**src/rtl/addr_uart_rx_pkg.sv**
```systemverilog
package addr_uart_rx_pkg;
  typedef enum logic [2:0] {
    ST_IDLE, ST_START, ST_DATA, ST_ADDR, ST_PAR, ST_STOP
  } rxState_e;

  typedef struct packed {
    logic shiftData;
    logic capAddr;
    logic capPar;
    logic capStop;
    logic commit;
  } rxStrobe_t;
endpackage

```
**src/rtl/addr_uart_rx_ctrl.sv**
```systemverilog
module addr_uart_rx_ctrl
  import addr_uart_rx_pkg::*;
#(
  parameter int OVS    = 16,
  parameter int DATA_W = 8
) (
  input  logic      clk,
  input  logic      rstN,
  input  logic      tick,
  input  logic      rxIn,
  input  logic [1:0] wordLen,
  input  logic [1:0] parMode,
  input  logic [1:0] stopCfg,
  output rxStrobe_t strobe
);
  localparam int CNT_W = $clog2(OVS);
  localparam int BIT_W = $clog2(DATA_W);
  localparam logic [CNT_W-1:0] MID_CNT  = CNT_W'(OVS / 2 - 1);
  localparam logic [CNT_W-1:0] LAST_CNT = CNT_W'(OVS - 1);

  rxState_e         state;
  logic [CNT_W-1:0] tickCnt;
  logic [BIT_W-1:0] bitCnt;
  logic             stopIdx;
  logic [BIT_W-1:0] lastBit;
  logic             sampleNow;
  logic             lastStop;

  assign lastBit   = BIT_W'(DATA_W - 4) + BIT_W'(wordLen);
  assign sampleNow = tick && (tickCnt == LAST_CNT);
  assign lastStop  = !stopCfg[1] || stopIdx;

  always_comb begin
    strobe = '0;
    if (sampleNow) begin
      unique case (state)
        ST_DATA: strobe.shiftData = 1'b1;
        ST_ADDR: strobe.capAddr   = 1'b1;
        ST_PAR:  strobe.capPar    = 1'b1;
        ST_STOP: begin
          strobe.capStop = 1'b1;
          strobe.commit  = lastStop;
        end
        default: ;
      endcase
    end
  end

  always_ff @(posedge clk) begin
    if (!rstN) begin
      state   <= ST_IDLE;
      tickCnt <= '0;
      bitCnt  <= '0;
      stopIdx <= 1'b0;
    end else if (tick) begin
      unique case (state)
        ST_IDLE: begin
          if (!rxIn) begin
            state   <= ST_START;
            tickCnt <= '0;
          end
        end
        ST_START: begin
          if (tickCnt == MID_CNT) begin
            tickCnt <= '0;
            bitCnt  <= '0;
            state   <= rxIn ? ST_IDLE : ST_DATA;
          end else begin
            tickCnt <= tickCnt + CNT_W'(1);
          end
        end
        default: begin
          if (tickCnt == LAST_CNT) begin
            tickCnt <= '0;
            unique case (state)
              ST_DATA: begin
                if (bitCnt == lastBit) state <= ST_ADDR;
                else bitCnt <= bitCnt + BIT_W'(1);
              end
              ST_ADDR: begin
                stopIdx <= 1'b0;
                state   <= (parMode != 2'd0) ? ST_PAR : ST_STOP;
              end
              ST_PAR: begin
                stopIdx <= 1'b0;
                state   <= ST_STOP;
              end
              ST_STOP: begin
                if (lastStop) state <= ST_IDLE;
                else stopIdx <= 1'b1;
              end
              default: state <= ST_IDLE;
            endcase
          end else begin
            tickCnt <= tickCnt + CNT_W'(1);
          end
        end
      endcase
    end
  end


  strobe_onehot_chk: assert property (@(posedge clk) disable iff (!rstN)
    $onehot0({strobe.shiftData, strobe.capAddr, strobe.capPar, strobe.capStop}));


  start_glitch_chk: assert property (@(posedge clk) disable iff (!rstN)
    (state == ST_START && tick && tickCnt == MID_CNT && rxIn) |=> (state == ST_IDLE));
endmodule

```
**src/rtl/addr_uart_rx_dp.sv**
```systemverilog
module addr_uart_rx_dp
  import addr_uart_rx_pkg::*;
#(
  parameter int DATA_W = 8
) (
  input  logic              clk,
  input  logic              rstN,
  input  logic              rxIn,
  input  rxStrobe_t         strobe,
  input  logic [1:0]        wordLen,
  input  logic [1:0]        parMode,
  input  logic              addrW1c,
  input  logic              addrW1s,
  output logic              fifoWr,
  output logic [DATA_W-1:0] fifoData,
  output logic              parErr,
  output logic              frmErr,
  output logic              addrStat,
  output logic              addrSticky
);
  logic [DATA_W-1:0] shReg;
  logic [DATA_W-1:0] alignedData;
  logic              addrQ;
  logic              parQ;
  logic              frmBad;
  logic              frmBadNow;
  logic              expPar;
  logic              parBad;
  logic              hwSet;

  assign alignedData = shReg >> (2'd3 - wordLen);
  assign frmBadNow   = frmBad || (strobe.capStop && !rxIn);
  assign hwSet       = strobe.commit && addrQ;

  always_comb begin
    unique case (parMode)
      2'd1:    expPar = ^alignedData ^ addrQ;
      2'd2:    expPar = ~(^alignedData ^ addrQ);
      default: expPar = 1'b1;
    endcase
  end
  assign parBad = (parMode != 2'd0) && (parQ != expPar);

  always_ff @(posedge clk) begin
    if (!rstN) begin
      shReg      <= '0;
      addrQ      <= 1'b0;
      parQ       <= 1'b0;
      frmBad     <= 1'b0;
      fifoWr     <= 1'b0;
      fifoData   <= '0;
      parErr     <= 1'b0;
      frmErr     <= 1'b0;
      addrStat   <= 1'b0;
      addrSticky <= 1'b0;
    end else begin
      if (strobe.shiftData) shReg <= {rxIn, shReg[DATA_W-1:1]};
      if (strobe.capAddr) begin
        addrQ  <= rxIn;
        frmBad <= 1'b0;
      end
      if (strobe.capPar) parQ <= rxIn;
      if (strobe.capStop && !rxIn) frmBad <= 1'b1;

      fifoWr <= strobe.commit && (addrQ || addrSticky);
      if (strobe.commit) begin
        fifoData <= alignedData;
        parErr   <= parBad;
        frmErr   <= frmBadNow;
      end

      if (addrW1s) addrStat <= 1'b1;
      else if (strobe.commit) addrStat <= addrQ;

      if (hwSet || addrW1s) addrSticky <= 1'b1;
      else if (addrW1c) addrSticky <= 1'b0;
    end
  end


  stat_update_chk: assert property (@(posedge clk) disable iff (!rstN)
    (strobe.commit && !addrW1s) |=> (addrStat == $past(addrQ)));


  addr_pass_chk: assert property (@(posedge clk) disable iff (!rstN)
    (strobe.commit && addrQ) |=> (fifoWr && addrSticky));


  gate_closed_chk: assert property (@(posedge clk) disable iff (!rstN)
    fifoWr |-> (addrStat || $past(addrSticky)));


  sticky_clear_chk: assert property (@(posedge clk) disable iff (!rstN)
    (addrW1c && !addrW1s && !strobe.commit) |=> !addrSticky);


  force_set_chk: assert property (@(posedge clk) disable iff (!rstN)
    addrW1s |=> (addrStat && addrSticky));


  set_wins_chk: assert property (@(posedge clk) disable iff (!rstN)
    (addrW1c && (addrW1s || hwSet)) |=> addrSticky);
endmodule

```
**src/rtl/addr_uart_rx.sv**
```systemverilog
module addr_uart_rx
  import addr_uart_rx_pkg::*;
#(
  parameter int OVS    = 16,
  parameter int DATA_W = 8
) (
  input  logic              clk,
  input  logic              rstN,
  input  logic              tick16,
  input  logic              rxIn,
  input  logic [1:0]        wordLen,
  input  logic [1:0]        parMode,
  input  logic [1:0]        stopCfg,
  input  logic              addrIntEn,
  input  logic              addrW1c,
  input  logic              addrW1s,
  output logic              fifoWr,
  output logic [DATA_W-1:0] fifoData,
  output logic              parErr,
  output logic              frmErr,
  output logic              addrStat,
  output logic              addrSticky,
  output logic              irq
);
  rxStrobe_t strobe;

  addr_uart_rx_ctrl #(.OVS(OVS), .DATA_W(DATA_W)) u_ctrl (
    .clk     (clk),
    .rstN    (rstN),
    .tick    (tick16),
    .rxIn    (rxIn),
    .wordLen (wordLen),
    .parMode (parMode),
    .stopCfg (stopCfg),
    .strobe  (strobe)
  );

  addr_uart_rx_dp #(.DATA_W(DATA_W)) u_dp (
    .clk        (clk),
    .rstN       (rstN),
    .rxIn       (rxIn),
    .strobe     (strobe),
    .wordLen    (wordLen),
    .parMode    (parMode),
    .addrW1c    (addrW1c),
    .addrW1s    (addrW1s),
    .fifoWr     (fifoWr),
    .fifoData   (fifoData),
    .parErr     (parErr),
    .frmErr     (frmErr),
    .addrStat   (addrStat),
    .addrSticky (addrSticky)
  );

  assign irq = addrIntEn && addrSticky;


  irq_masked_chk: assert property (@(posedge clk) disable iff (!rstN)
    (!addrIntEn || !addrSticky) |-> !irq);
endmodule

```
**config.mk**
```make
export PLATFORM = sky130hd
export DESIGN_NAME = addr_uart_rx
export DESIGN_NICKNAME = d
export VERILOG_FILES = /design/src/rtl/addr_uart_rx_pkg.sv /design/src/rtl/addr_uart_rx_ctrl.sv /design/src/rtl/addr_uart_rx_dp.sv /design/src/rtl/addr_uart_rx.sv
export SDC_FILE = /design/constraint.sdc
export NUM_CORES = 1
export LEC_CHECK = 0
export BUFFER_PORTS_ARGS = -buffer_cell sky130_fd_sc_hd__buf_2
export CAP_MARGIN = 20
export CORE_ASPECT_RATIO = 0.6
export CORE_MARGIN = 2
export CORE_UTILIZATION = 61
export CTS_CLUSTER_SIZE = 10
export DETAILED_ROUTE_END_ITERATION = 10
export GPL_TIMING_DRIVEN = 0
export PLACE_DENSITY = 0.9
export SYNTH_ARGS = -nofsm -noshare
export SYNTH_HDL_FRONTEND = slang
export SYNTH_SLANG_ARGS = --single-unit
```
**constraint.sdc**
```tcl
create_clock -name clk -period 6.5 [get_ports clk]
set_input_delay 1.3 -clock clk [delete_from_list [all_inputs] [get_ports clk]]
set_output_delay 1.3 -clock clk [all_outputs]
set_load 0.01 [all_outputs]
```
* After elaboration in Yosys (flattened, before gate mapping)
Index checks and enable logic that the tools add are counted.
** Storage, ports and cells
- Flip-flop bits (word level) :: 35
- Input bits :: 13
- Output and inout port bits :: 14
- Logic and storage cells :: 100
** Cells by class
- Add/subtract/negate cells :: 4
- Equality and inequality tests :: 17
- Shift-type cells :: 1
- Muxes and demuxes :: 32
- Bitwise gates (word level) :: 4
- Reductions and logical operators :: 28
** Operators by type and width (count)
- 3-bit 2-to-1 mux :: 9
- 2-bit nonzero test :: 7
- 4-bit 2-to-1 mux :: 3
- 3-bit one-hot mux with 2 select lines :: 2
- 3-bit one-hot mux with 4 select lines :: 1
- 6-bit AND reduction :: 2
- 1-bit 2-to-1 mux :: 11
- 4-bit by 1-bit != test with 1-bit output, second input constant :: 2
- 4-bit one-hot mux with 2 select lines :: 1
- 8-bit XOR reduction :: 1
- 8-bit by 2-bit >> shifter with 8-bit output :: 1
- 3-bit by 2-bit == test with 1-bit output, second input constant :: 2
- 3-bit == test, second input constant :: 2
- 1-bit logical AND :: 6
- 2-bit != test, second input constant :: 3
- 5-bit 2-to-1 mux :: 1
- 5-bit AND reduction :: 1
- 4-bit by 1-bit adder with 4-bit output, second input constant :: 1
- 4-bit by 3-bit == test with 1-bit output, second input constant :: 1
- 4-bit == test, second input constant :: 1
- 1-bit logical OR :: 4
- 2-bit 2-to-1 mux :: 2
- 1-bit one-hot mux with 2 select lines :: 2
- 2-bit OR reduction :: 2
- other kinds (15) :: 18

* Longest topological paths before layout
Gate-level depths: netlist of run 1.
- Word-level depth :: 8
- Depth in mapped cells :: 9
- Gate-level depth less buffers :: 7

* Cells and area by module
From an unflattened synthesis of run 1, not the netlist that was laid out.
** Second synthesis, totals
- Cell total of the unflattened synthesis :: 220
- Area, all modules :: 2024.4 um^2
** By module, submodules not included
- addr_uart_rx_dp :: times used 1, cells each 133, area an instance 1311.3 um^2, sequential area each 480.5 um^2
- addr_uart_rx_ctrl :: times used 1, cells each 86, area an instance 706.9 um^2, sequential area each 220.2 um^2
- addr_uart_rx :: times used 1, cells each 1, area an instance 6.3 um^2, sequential area each 0.0 um^2

* Worst setup path after synthesis of run 1
OpenSTA, ideal clock, no wires.
- Kind :: input port to flip-flop
- Start point :: input port wordLen[0]
- End point :: register u_dp.parErr
- Setup time :: 0.122 ns
- Arrival time :: 3.106 ns
- Data required time :: 6.378 ns
- Slack :: 3.272 ns
- Cell stages on the path :: 7
- Buffers on the path :: 0
- Cells stage by stage :: mux4_1 > xor2_1 > xnor2_1 > xnor3_1 > mux2i_1 > a21oi_1 > a311o_1
** Between the ends
- Word-level cells in the longest chain between the ends :: 8
** RTL lines
- start, declared :: line addr_uart_rx.sv:11 : input logic [1:0] wordLen,
- 2-bit subtractor * :: line addr_uart_rx_dp.sv:31 : assign alignedData = shReg >> (2'd3 - wordLen);
- 8-bit by 2-bit >> shifter with 8-bit output * :: line addr_uart_rx_dp.sv:31
- 8-bit XOR reduction * :: line addr_uart_rx_dp.sv:37, addr_uart_rx_dp.sv:38
- 1-bit XOR * :: line addr_uart_rx_dp.sv:37, addr_uart_rx_dp.sv:38
- 1-bit inverter :: line addr_uart_rx_dp.sv:38 : 2'd2: expPar = ~(^alignedData ^ addrQ);
- 1-bit one-hot mux with 2 select lines * :: line addr_uart_rx_dp.sv:36 : unique case (parMode)
- 1-bit != test * :: line addr_uart_rx_dp.sv:42 : assign parBad = (parMode != 2'd0) && (parQ != expPar);
- 1-bit logical AND * :: line addr_uart_rx_dp.sv:42
- end signal, assigned :: line addr_uart_rx_dp.sv:68 : parErr <= parBad;
- end, declared :: line addr_uart_rx_dp.sv:16 : output logic parErr,
Every way passes the cells marked *; elsewhere a longest branch is shown, timed or not.
A chain may end at the register's enable or synchronous reset.

* Worst setup path after layout of run 1
Same ends and word-level chain as after synthesis.

==> reports/results.tsv, run 1 <==
stage	metric	value	unit
cells_and_area	antenna_cells	0	
clocking	cts-root-buf	clkbuf_8	
timing	fin_crit_sh	0.496	
synth	yosys.area_share.xor_xnor	0.0479	
pwr	p_seq_frac	0.488	
global_routing	gr-total-overflow	0	
timing	maxSlewHeadroom	0.450	
clocking	clock_sinks	35	
die	die_width	76.7	um
clocking	clkTransAtPathRegs	0.07	ns
detailed_routing	route.vias.total	1678	
setup_path	cp-start-kind	input pin	
cells_and_area	final_util	0.751	
global_routing	grt_pass1_vias	1394	
die	ios	27	
timing	tns	0	ns
detailed_routing	firstDrtPassIters	4	
synth	yosys.area.top_type_share	0.362	
setup_path	cp_max_fo	10	
detailed_routing	wl_per_cell	14.6	um
detailed_routing	via_per_inst	5.73	
die	rows	15	
cells_and_area	fillers	219	
timing	skew	0.00551	ns
clocking	cts_tree	done	
timing	slew_violations	0	
cells_and_area	multi_input_area	0.00117	sq mm
pwr	power_density	206	mW/mm^2
global_routing	grt_usage	0.250	
job	maxCapViolCount	0	
cells_and_area	finalInstanceArea	0.00221	sq mm
synth	synth_mux_area_frac	0.137	
global_routing	grt_pass1_wl	6780	um
clocking	clockBufferDepth	2	
cells_and_area	regArea	701	sq um
timing	max_freq	310	MHz
synth	synth_compound_area_frac	0.149	
detailed_routing	wl	4280	um
setup_path	crit_arrival	3.40	ns
run_status	status	finished, final reports clean	
global_routing	grt_max_degree	11	
synth	synth_area	0.00193	sq mm
pwr	switching_share	0.256	
pwr	finalPower	0.456	mW
placement	port_buffers	25	
clocking	ctsHoldBuffers	0	
synth	yosys.area_share.simple	0.237	
die	core_area	0.00295	sq mm
detailed_routing	detail-route-antenna-nets	0	
timing	hold_viol_final	0	
timing	rsz0062_at_grt	no	
timing	setup_ws	3.28	ns
cells_and_area	area_delta_synth_final	14.4	%
synth	synth_seq_cells	35	
pwr	pwr-share-clk	0.378	
setup_path	endpoint_kind	register	
synth	synth_fa_ha_area_frac	0.0323	
pwr	p_leak	0.921	nW
timing	setup_viol	0	
synth	ys_warn_count	0	
cells_and_area	nets	268	
setup_path	worstSetupPathType	input pin to register	
timing	worstMarginPinSlew	0.820	ns
detailed_routing	drc_errors	0	
synth	synth.distinct_cells	44	
pwr	comb_power_share	0.134	
clocking	cts_resized	0	
clocking	htree_levels	2	
synth	async_reset_ff_frac	0	
synth	syn_inst	218	
die	initial_utilization	0.656	
synth	synthTopCellsByArea	dfxtp_1 36%, mux2i_1 6.7%, nand2_1 5.6%	
min_path	holdCritPathClass	register to register	
synth	yosys_most_used_dff	dfxtp_1	
placement	detailed_place_hpwl	3080	um
synth	syn-num-nets	236	
setup_path	required	6.68	ns
die	fp.dieArea	0.00365	sq mm
die	dieHeight	47.6	um
synth	synth_top_family_by_area	simple AND/OR/NAND/NOR gates	
synth	synth_area_per_cell	8.87	sq um
cells_and_area	drive_gt1_frac	0.163	
placement	dpl_cell_area	0.00211	sq mm
synth	synth_edf_count	0	
pwr	p_int	0.339	mW
placement	gp_congestion	0.859	
clocking	post-cts-setup-buffers	0	
global_routing	antenna_found_initial	0	
placement	dp_slack	2.98	ns
synth	yosysSeqAreaShare	0.362	
synth	synth_common_cells	35 x dfxtp_1, 29 x nand2_1, 15 x nor2b_1, 14 x a21boi_0, 14 x nor2_1	
synth	yosysMostFrequentCell	dfxtp_1	
pwr	vdd_drop_max	0.179	mV
detailed_routing	drt_iter0_drc	126	
timing	layout_min_cycle_time	3.22	ns
synth	yosysTopAreaCell	dfxtp_1	
pwr	p_switching	0.117	mW
clocking	clk_latency	0.29	ns
clocking	cts_inserted_buffers	5	
==> metal layers <==
| layer | vias to the layer above | track usage | wire, um | share of wire |
|---|---|---|---|---|
| li1 | 829 | - | - | - |
| met1 | 781 | 0.337 | 2060 | 0.48 |
| met2 | 58 | 0.409 | 1870 | 0.44 |
| met3 | 10 | 0.0679 | 290 | 0.068 |
| met4 | 0 | 0.0727 | 56 | 0.013 |
| met5 | - | 0 | 0 | 0 |
==> final timing paths <==
check,slack [ns],start,endpoint,cells after the start
max,3.28,wordLen[0],u_dp.parErr,9
min,0.46,u_dp.fifoData[1],u_dp.fifoData[1],2
max reg2reg,3.97,u_dp.shReg[6],u_dp.parErr,8
min reg2reg,0.46,u_dp.fifoData[1],u_dp.fifoData[1],2
==> sequential cells by signal, summed over array words and instances (netlist names) <==
signal,cells
u_dp.parQ,1
u_ctrl.stopIdx,1
u_dp.fifoWr,1
u_dp.frmBad,1
u_ctrl.state,3
u_dp.addrStat,1
u_ctrl.bitCnt,3
u_dp.shReg,8
u_dp.frmErr,1
u_ctrl.tickCnt,4
u_dp.addrQ,1
u_dp.addrSticky,1
u_dp.fifoData,8
u_dp.parErr,1
==> power by group through the flow <==
stage | clock, mW | combinational [mW] | sequential, mW
final | 0.172 | 0.0613 | 0.223
after global routing | 0.182 | 0.0683 | 0.223
after CTS | 0.175 | 0.0604 | 0.223
after detailed placement | 0 | 0.0596 | 0.227
after global placement | 0 | 0.0573 | 0.227
after floorplan | 0 | 0.0418 | 0.227
==> critical path: stages <==
cell and delay [ns]:
buf_2 0.12, buf_2 0.25, mux4_2 0.37, xnor2_1 0.20
xnor2_1 0.14, xnor3_1 0.44, mux2i_1 0.21, a21oi_1 0.09
a311o_1 0.26
==> cell type report <==
type / instances / share of cell area
multi-input cells: 166 / 0.528
well taps: 42 / 0.0238
repair buffers: 25 / 0.0566
clock buffers: 8 / 0.0452
plain buffers: 14 / 0.0249
flip-flops and latches: 35 / 0.317
inverters: 3 / 0.00509
==> kinds of logic after synthesis <==
group | after synthesis
AND/OR/NAND/NOR | 90
AO/OA/AOI/OAI | 42
flip-flops | 35
multiplexers | 20
buffers and inverters | 17
XOR/XNOR | 9
adder cells (fa/ha/maj) | 5
==> through the flow <==
| stage | std cells | hold WS [ns] |
|---|---|---|
| after global placement | 285 | 0.448 |
| after global routing | 293 | 0.490 |
| after floorplan | 218 | 0.439 |
| final | 293 | 0.460 |
| after detailed placement | 285 | 0.453 |
| after CTS | 293 | 0.462 |
==> cells in the final DEF, fill, tap and decap left out, types with 3 or more instances in the layout <==
cell type / instances
xnor2_1: 4
mux2i_1: 13
clkbuf_1: 13
and2_1: 5
xor2_1: 4
nand3_1: 8
nand2_1: 29
clkbuf_8: 7
buf_2: 27
inv_1: 3
ha_1: 5
and3_1: 3
o21ai_0: 7
mux4_1: 3
nor3_1: 3
a21boi_0: 14
a21oi_1: 7
mux2_2: 3
dfxtp_1: 35
nor2b_1: 15
nor2_1: 14
No activity file was read; power rests on OpenSTA's default activity.
==> run 2, diff against run 1 <==
--- a/config.mk
+++ b/config.mk
@@ -9,11 +9,11 @@
 export CAP_MARGIN = 20
 export CORE_ASPECT_RATIO = 0.6
 export CORE_MARGIN = 2
-export CORE_UTILIZATION = 61
+export CORE_UTILIZATION = 51
 export CTS_CLUSTER_SIZE = 10
 export DETAILED_ROUTE_END_ITERATION = 10
 export GPL_TIMING_DRIVEN = 0
-export PLACE_DENSITY = 0.9
+export PLACE_DENSITY = 0.81
 export SYNTH_ARGS = -nofsm -noshare
 export SYNTH_HDL_FRONTEND = slang
 export SYNTH_SLANG_ARGS = --single-unit
==> constraint.sdc (replaced) <==
create_clock -name clk -period 2.95 [get_ports clk]
set_input_delay 0.59 -clock clk [delete_from_list [all_inputs] [get_ports clk]]
set_output_delay 0.59 -clock clk [all_outputs]
set_load 0.01 [all_outputs]
==> run 2 against run 1 <==
  * Sequential cell count unchanged
  * Count of clock-buffer cells in the layout down 1
  * Register-to-register slack worse by 3.6 ns
  * Final cell count up 1.7%
  * Non-clock buffer count unchanged
  * First-iteration DRC count down 55%
  * Total power up 110%
  * Critical path type unchanged
  * Highest routed layer unchanged
==> reports/results.tsv, run 2 (synthesis gave the netlist of run 1 again) <==
stage	metric	value	unit	change
pwr	comb_power_share	0.135		about the same
timing	hold_viol_final	0		unchanged
global_routing	grt_pass1_vias	1479		+6.1%
pwr	p_leak	0.911	nW	-1.0%
detailed_routing	via_per_inst	5.45		-4.8%
setup_path	cp-start-kind	input pin		
cells_and_area	reg_top3	u_dp.fifoData x8, u_dp.shReg x8, u_ctrl.tickCnt x4		
global_routing	gr-total-overflow	0		unchanged
placement	dp_cells	290		+1.8%
placement	gp_congestion	0.886		+3.2%
setup_path	worstSetupPathType	input pin to register		
setup_path	cp_max_fo	10		unchanged
placement	dp_slack	0.0789	ns	-2.90 ns
clocking	clock_sinks	35		unchanged
global_routing	antenna_found_initial	0		unchanged
clocking	cts_inserted_buffers	5		unchanged
setup_path	worst-r2r-cell-count	8		unchanged
detailed_routing	drc_errors	0		unchanged
placement	detailed_place_hpwl	3020	um	-2.0%
detailed_routing	detail-route-antenna-nets	0		unchanged
job	maxCapViolCount	0		unchanged
pwr	p_switching	0.258	mW	+120%
detailed_routing	firstDrtPassIters	4		unchanged
timing	worstMarginPinSlew	0.820	ns	-0.000360 ns
cells_and_area	nets	268		unchanged
die	fp.dieArea	0.00432	sq mm	+18%
clocking	cts-root-buf	clkbuf_8		
pwr	switching_share	0.269		+0.0128
timing	slew_violations	0		unchanged
timing	tns	0	ns	unchanged
clocking	cts_resized	0		unchanged
pwr	p_int	0.700	mW	+110%
clocking	cts_tree	done		
pwr	vdd_drop_max	0.248	mV	+39%
timing	skew	0.00453	ns	-0.000981 ns
die	initial_utilization	0.529		-0.128
setup_path	endpoint_kind	register		
pwr	pwr-share-clk	0.353		-0.025
timing	fin_crit_sh	0.878		
timing	rsz0062_at_grt	no		
global_routing	grt_usage	0.208		-0.0416
setup_path	crit_arrival	2.77	ns	-0.63 ns
run_status	status	finished, final reports clean		
timing	setup_ws	0.361	ns	-2.92 ns
clocking	clockBufferDepth	2		unchanged
die	ios	27		unchanged
cells_and_area	layout_common_cells	35 x dfxtp_1, 29 x nand2_1, 27 x buf_2		
cells_and_area	layout_commonest_cell	dfxtp_1		
clocking	ctsHoldBuffers	0		unchanged
timing	maxSlewHeadroom	0.451		about the same
die	core_area	0.00366	sq mm	+24%
die	dieHeight	51.7	um	+8.6%
die	die_width	83.5	um	+8.9%
setup_path	required	3.13	ns	-3.55 ns
min_path	hold_depth	2		unchanged
detailed_routing	route.vias.total	1625		-3.2%
global_routing	grt_max_degree	11		unchanged
cells_and_area	area_delta_synth_final	13.7	%	
detailed_routing	wl	4020	um	-6.1%
clocking	post-cts-setup-buffers	0		unchanged
cells_and_area	final_cell_count_no_fill	298		+1.7%
clocking	clk_latency	0.29	ns	about the same
timing	max_freq	386	MHz	
pwr	power_density	435	mW/mm^2	+110%
global_routing	grt_pass1_wl	6960	um	+2.7%
pwr	finalPower	0.958	mW	+110%
pwr	p_seq_frac	0.512		+0.024
min_path	holdCritPathClass	register to register		
clocking	htree_levels	2		unchanged
cells_and_area	antenna_cells	0		unchanged
placement	port_buffers	25		unchanged
timing	layout_min_cycle_time	2.59	ns	
clocking	clkTransAtPathRegs	0.07	ns	about the same
detailed_routing	drt_iter0_drc	57		-55%
timing	hold_slack	0.465	ns	+0.00464 ns
detailed_routing	wl_per_cell	13.5	um	-7.7%
cells_and_area	drive_gt1_frac	0.159		-0.00398
timing	setup_viol	0		unchanged
die	rows	17		+2
-- run 2: power by group through the flow --
stage,sequential (mW),clock [mW],combinational [mW]
after floorplan,0.500,0,0.0922
after CTS,0.490,0.342,0.129
after detailed placement,0.501,0,0.128
final,0.490,0.338,0.129
after global placement,0.500,0,0.125
after global routing,0.491,0.369,0.145
-- run 2: area by class of cell --
cell class	count	area [sq um]
fillers	331	1460
multi-input cells	166	1170
flip-flops and latches	35	701
repair buffers	25	125
clock buffers	7	76.3
well taps	47	58.8
plain buffers	14	55.1
inverters	3	11.3
clock inverters	1	5.00
-- run 2: path summary, 6_finish.rpt --
| path | start | endpoint | slack, ns |
|---|---|---|---|
| worst max-delay path | wordLen[0] | u_dp.parErr | 0.36 |
| worst min-delay path | u_dp.fifoData[4] | u_dp.fifoData[4] | 0.46 |
| worst max register to register | u_dp.shReg[6] | u_dp.parErr | 0.39 |
| worst min register to register | u_dp.fifoData[4] | u_dp.fifoData[4] | 0.46 |
-- run 2: routing by layer --
layer,routed length (um),vias up,track usage
li1,-,829,-
met3,190,9,0.0603
met1,2060,747,0.281
met4,75,0,0.0833
met2,1690,40,0.319
met5,0,-,0
-- run 2: per-stage QoR --
stage	cell area, sq um	util
2_1_floorplan	1930	-
3_3_place_gp	2120	0.579
3_5_place_dp	2120	0.579
4_1_cts	2200	0.601
5_1_grt	2200	0.601
6_report	2200	0.601
-- run 2: worst max-delay path, cell delays in order --
cell and delay [ns]:
buf_2 0.13, buf_2 0.27, mux4_2 0.37, xnor2_1 0.20
xnor2_1 0.16, xnor3_1 0.47, mux2i_1 0.22, a21oi_1 0.09
a311o_1 0.27
==> run 3, diff against run 2 <==
--- a/config.mk
+++ b/config.mk
@@ -9,11 +9,11 @@
 export CAP_MARGIN = 20
 export CORE_ASPECT_RATIO = 0.6
 export CORE_MARGIN = 2
-export CORE_UTILIZATION = 51
+export CORE_UTILIZATION = 57
 export CTS_CLUSTER_SIZE = 10
 export DETAILED_ROUTE_END_ITERATION = 10
 export GPL_TIMING_DRIVEN = 0
-export PLACE_DENSITY = 0.81
+export PLACE_DENSITY = 0.85
 export SYNTH_ARGS = -nofsm -noshare
 export SYNTH_HDL_FRONTEND = slang
 export SYNTH_SLANG_ARGS = --single-unit
==> constraint.sdc (replaced) <==
create_clock -name clk -period 2.6 [get_ports clk]
set_input_delay 0.52 -clock clk [delete_from_list [all_inputs] [get_ports clk]]
set_output_delay 0.52 -clock clk [all_outputs]
set_load 0.01 [all_outputs]
==> run 3 against run 2 <==
  * Via count up 1.4%
  * Sequential cell count unchanged
  * Clock power up 14%
  * Largest power group unchanged
==> reports/results.tsv, run 3 (synthesis gave the netlist of run 1 again) <==
stage	metric	value	unit	change
run_status	status	finished, final reports clean		
detailed_routing	drt_iter0_drc	137		+140%
clocking	cts_inserted_buffers	5		unchanged
global_routing	grt_max_degree	11		unchanged
setup_path	required	2.78	ns	-0.35 ns
setup_path	cp-start-kind	register		
placement	dp_cells	288		-0.69%
timing	maxSlewHeadroom	0.424		-0.0269
pwr	vdd_drop_max	0.350	mV	+41%
detailed_routing	firstDrtPassIters	4		unchanged
clocking	clock_sinks	35		unchanged
global_routing	grt_usage	0.233		+0.0250
detailed_routing	drc_errors	0		unchanged
cells_and_area	layout_common_cells	35 x dfxtp_1, 29 x nand2_1, 27 x buf_2		
setup_path	reg2reg_from	u_dp.shReg[6]		
global_routing	gr-total-overflow	0		unchanged
clocking	clockBufferDepth	2		unchanged
cells_and_area	final_cell_count_no_fill	297		-0.34%
clocking	ctsHoldBuffers	0		unchanged
die	fp.dieArea	0.00389	sq mm	-9.9%
setup_path	worstSetupPathType	register to register		
global_routing	grt_pass1_wl	6980	um	+0.29%
timing	worstMarginPinSlew	0.860	ns	+0.0402 ns
die	initial_utilization	0.596		+0.0677
setup_path	timing.rr.end	u_dp.parErr		
cells_and_area	antenna_cells	0		unchanged
global_routing	grt_pass1_vias	1464		-1.0%
setup_path	worst-r2r-cell-count	8		unchanged
detailed_routing	wl	4120	um	+2.5%
clocking	clkTransAtPathRegs	0.07	ns	about the same
timing	hold_viol_final	0		unchanged
die	dieHeight	49.1	um	-5.0%
timing	max_freq	398	MHz	
setup_path	r2r_slack	0.09	ns	-0.30 ns
detailed_routing	detail-route-antenna-nets	0		unchanged
clocking	clk_latency	0.29	ns	about the same
setup_path	crit_path_end	u_dp.parErr		
placement	detailed_place_hpwl	2960	um	-2.1%
cells_and_area	layout_commonest_cell	dfxtp_1		
clocking	htree_levels	2		unchanged
detailed_routing	wl_per_cell	13.9	um	+2.8%
setup_path	cp_max_fo	9		-1
cells_and_area	drive_gt1_frac	0.167		+0.00730
global_routing	antenna_found_initial	0		unchanged
pwr	finalPower	1.09	mW	+14%
placement	port_buffers	25		unchanged
timing	layout_min_cycle_time	2.51	ns	
cells_and_area	nets	269		+0.37%
setup_path	crit_arrival	2.69	ns	-0.08 ns
timing	skew	0.00417	ns	-0.000363 ns
cells_and_area	area_delta_synth_final	13.8	%	about the same
detailed_routing	via_per_inst	5.55		+1.8%
setup_path	endpoint_kind	register		
cells_and_area	reg_top3	u_dp.fifoData x8, u_dp.shReg x8, u_ctrl.tickCnt x4		
timing	fin_crit_sh	0.966		
min_path	holdCritPathClass	register to register		
timing	slew_violations	0		unchanged
placement	gp_congestion	0.879		-0.86%
pwr	power_density	496	mW/mm^2	+14%
timing	setup_viol	0		unchanged
pwr	p_leak	0.909	nW	-0.20%
die	core_area	0.00324	sq mm	-11%
job	maxCapViolCount	0		unchanged
die	rows	16		-1
clocking	cts_tree	done		
clocking	cts-root-buf	clkbuf_8		
setup_path	startpoint	u_dp.shReg[6]		
detailed_routing	route.vias.total	1648		+1.4%
die	die_width	79.2	um	-5.1%
die	ios	27		unchanged
-- run 3: cell count changes in the layout (fill, tap and decap cells not counted) --
cell	before	now
buf_4	0	1
mux4_1	3	2
mux4_2	1	2
-- run 3: what timing repair did --
action,in CTS,in global routing
resized for setup,0,1
setup endpoints to repair,0,1
buffers inserted,0,1
-- run 3: final cells by class --
cell class | count | area (sq um)
Multi-Input combinational cell | 166 | 1160
Fill cell | 266 | 1040
Sequential cell | 35 | 701
Timing Repair Buffer | 26 | 133
Clock buffer | 7 | 76.3
Tap cell | 45 | 56.3
Buffer | 14 | 55.1
Inverter | 3 | 11.3
Clock inverter | 1 | 5.00
-- run 3: metrics by stage --
step           utilization  setup slack [ns]  cell area (sq um)  TNS [ns]  hold slack [ns]
2_1_floorplan            -             0.152               1930         0            0.439
3_3_place_gp         0.652            -0.116               2120    -0.116            0.450
3_5_place_dp         0.652            -0.155               2120    -0.155            0.455
4_1_cts              0.677            0.0453               2200         0            0.462
5_1_grt              0.679          -0.00461               2200  -0.00461            0.495
6_report             0.679            0.0893               2200         0            0.462
-- run 3: where the power goes --
| group | total [mW] | internal, mW | switching [mW] |
|---|---|---|---|
| logic | 0.151 | 0.0591 | 0.0921 |
| clock network | 0.385 | 0.188 | 0.197 |
| registers | 0.557 | 0.548 | 0.00898 |
| total | 1.09 | 0.795 | 0.298 |
-- run 3: worst max-delay path: stages (launching register included) --
cell	delay, ns
dfxtp_1	0.30
clkbuf_1	0.19
mux4_2	0.54
xnor2_1	0.22
xnor2_1	0.14
xnor3_1	0.44
mux2i_1	0.22
a21oi_1	0.10
a311o_1	0.27
-- run 3: worst min path at each step --
stage	slack [ns]	endpoint	start	depth (start not counted)
floorplan	0.44	u_dp.frmBad	u_dp.frmBad	2
global placement	0.45	u_dp.frmBad	u_dp.frmBad	2
detailed placement	0.45	u_dp.fifoData[6]	u_dp.fifoData[6]	2
CTS	0.46	u_dp.fifoData[6]	u_dp.fifoData[6]	2
global route	0.50	u_dp.fifoData[4]	u_dp.fifoData[4]	2
finish	0.46	u_dp.fifoData[1]	u_dp.fifoData[1]	2
-- run 3: metal layers --
layer  GRT usage  share of wire  wire length [um]
met1       0.357           0.52              2140
met2       0.312           0.39              1600
met3      0.0611          0.078               319
met4      0.0862          0.013                52
met5           0              0                 0
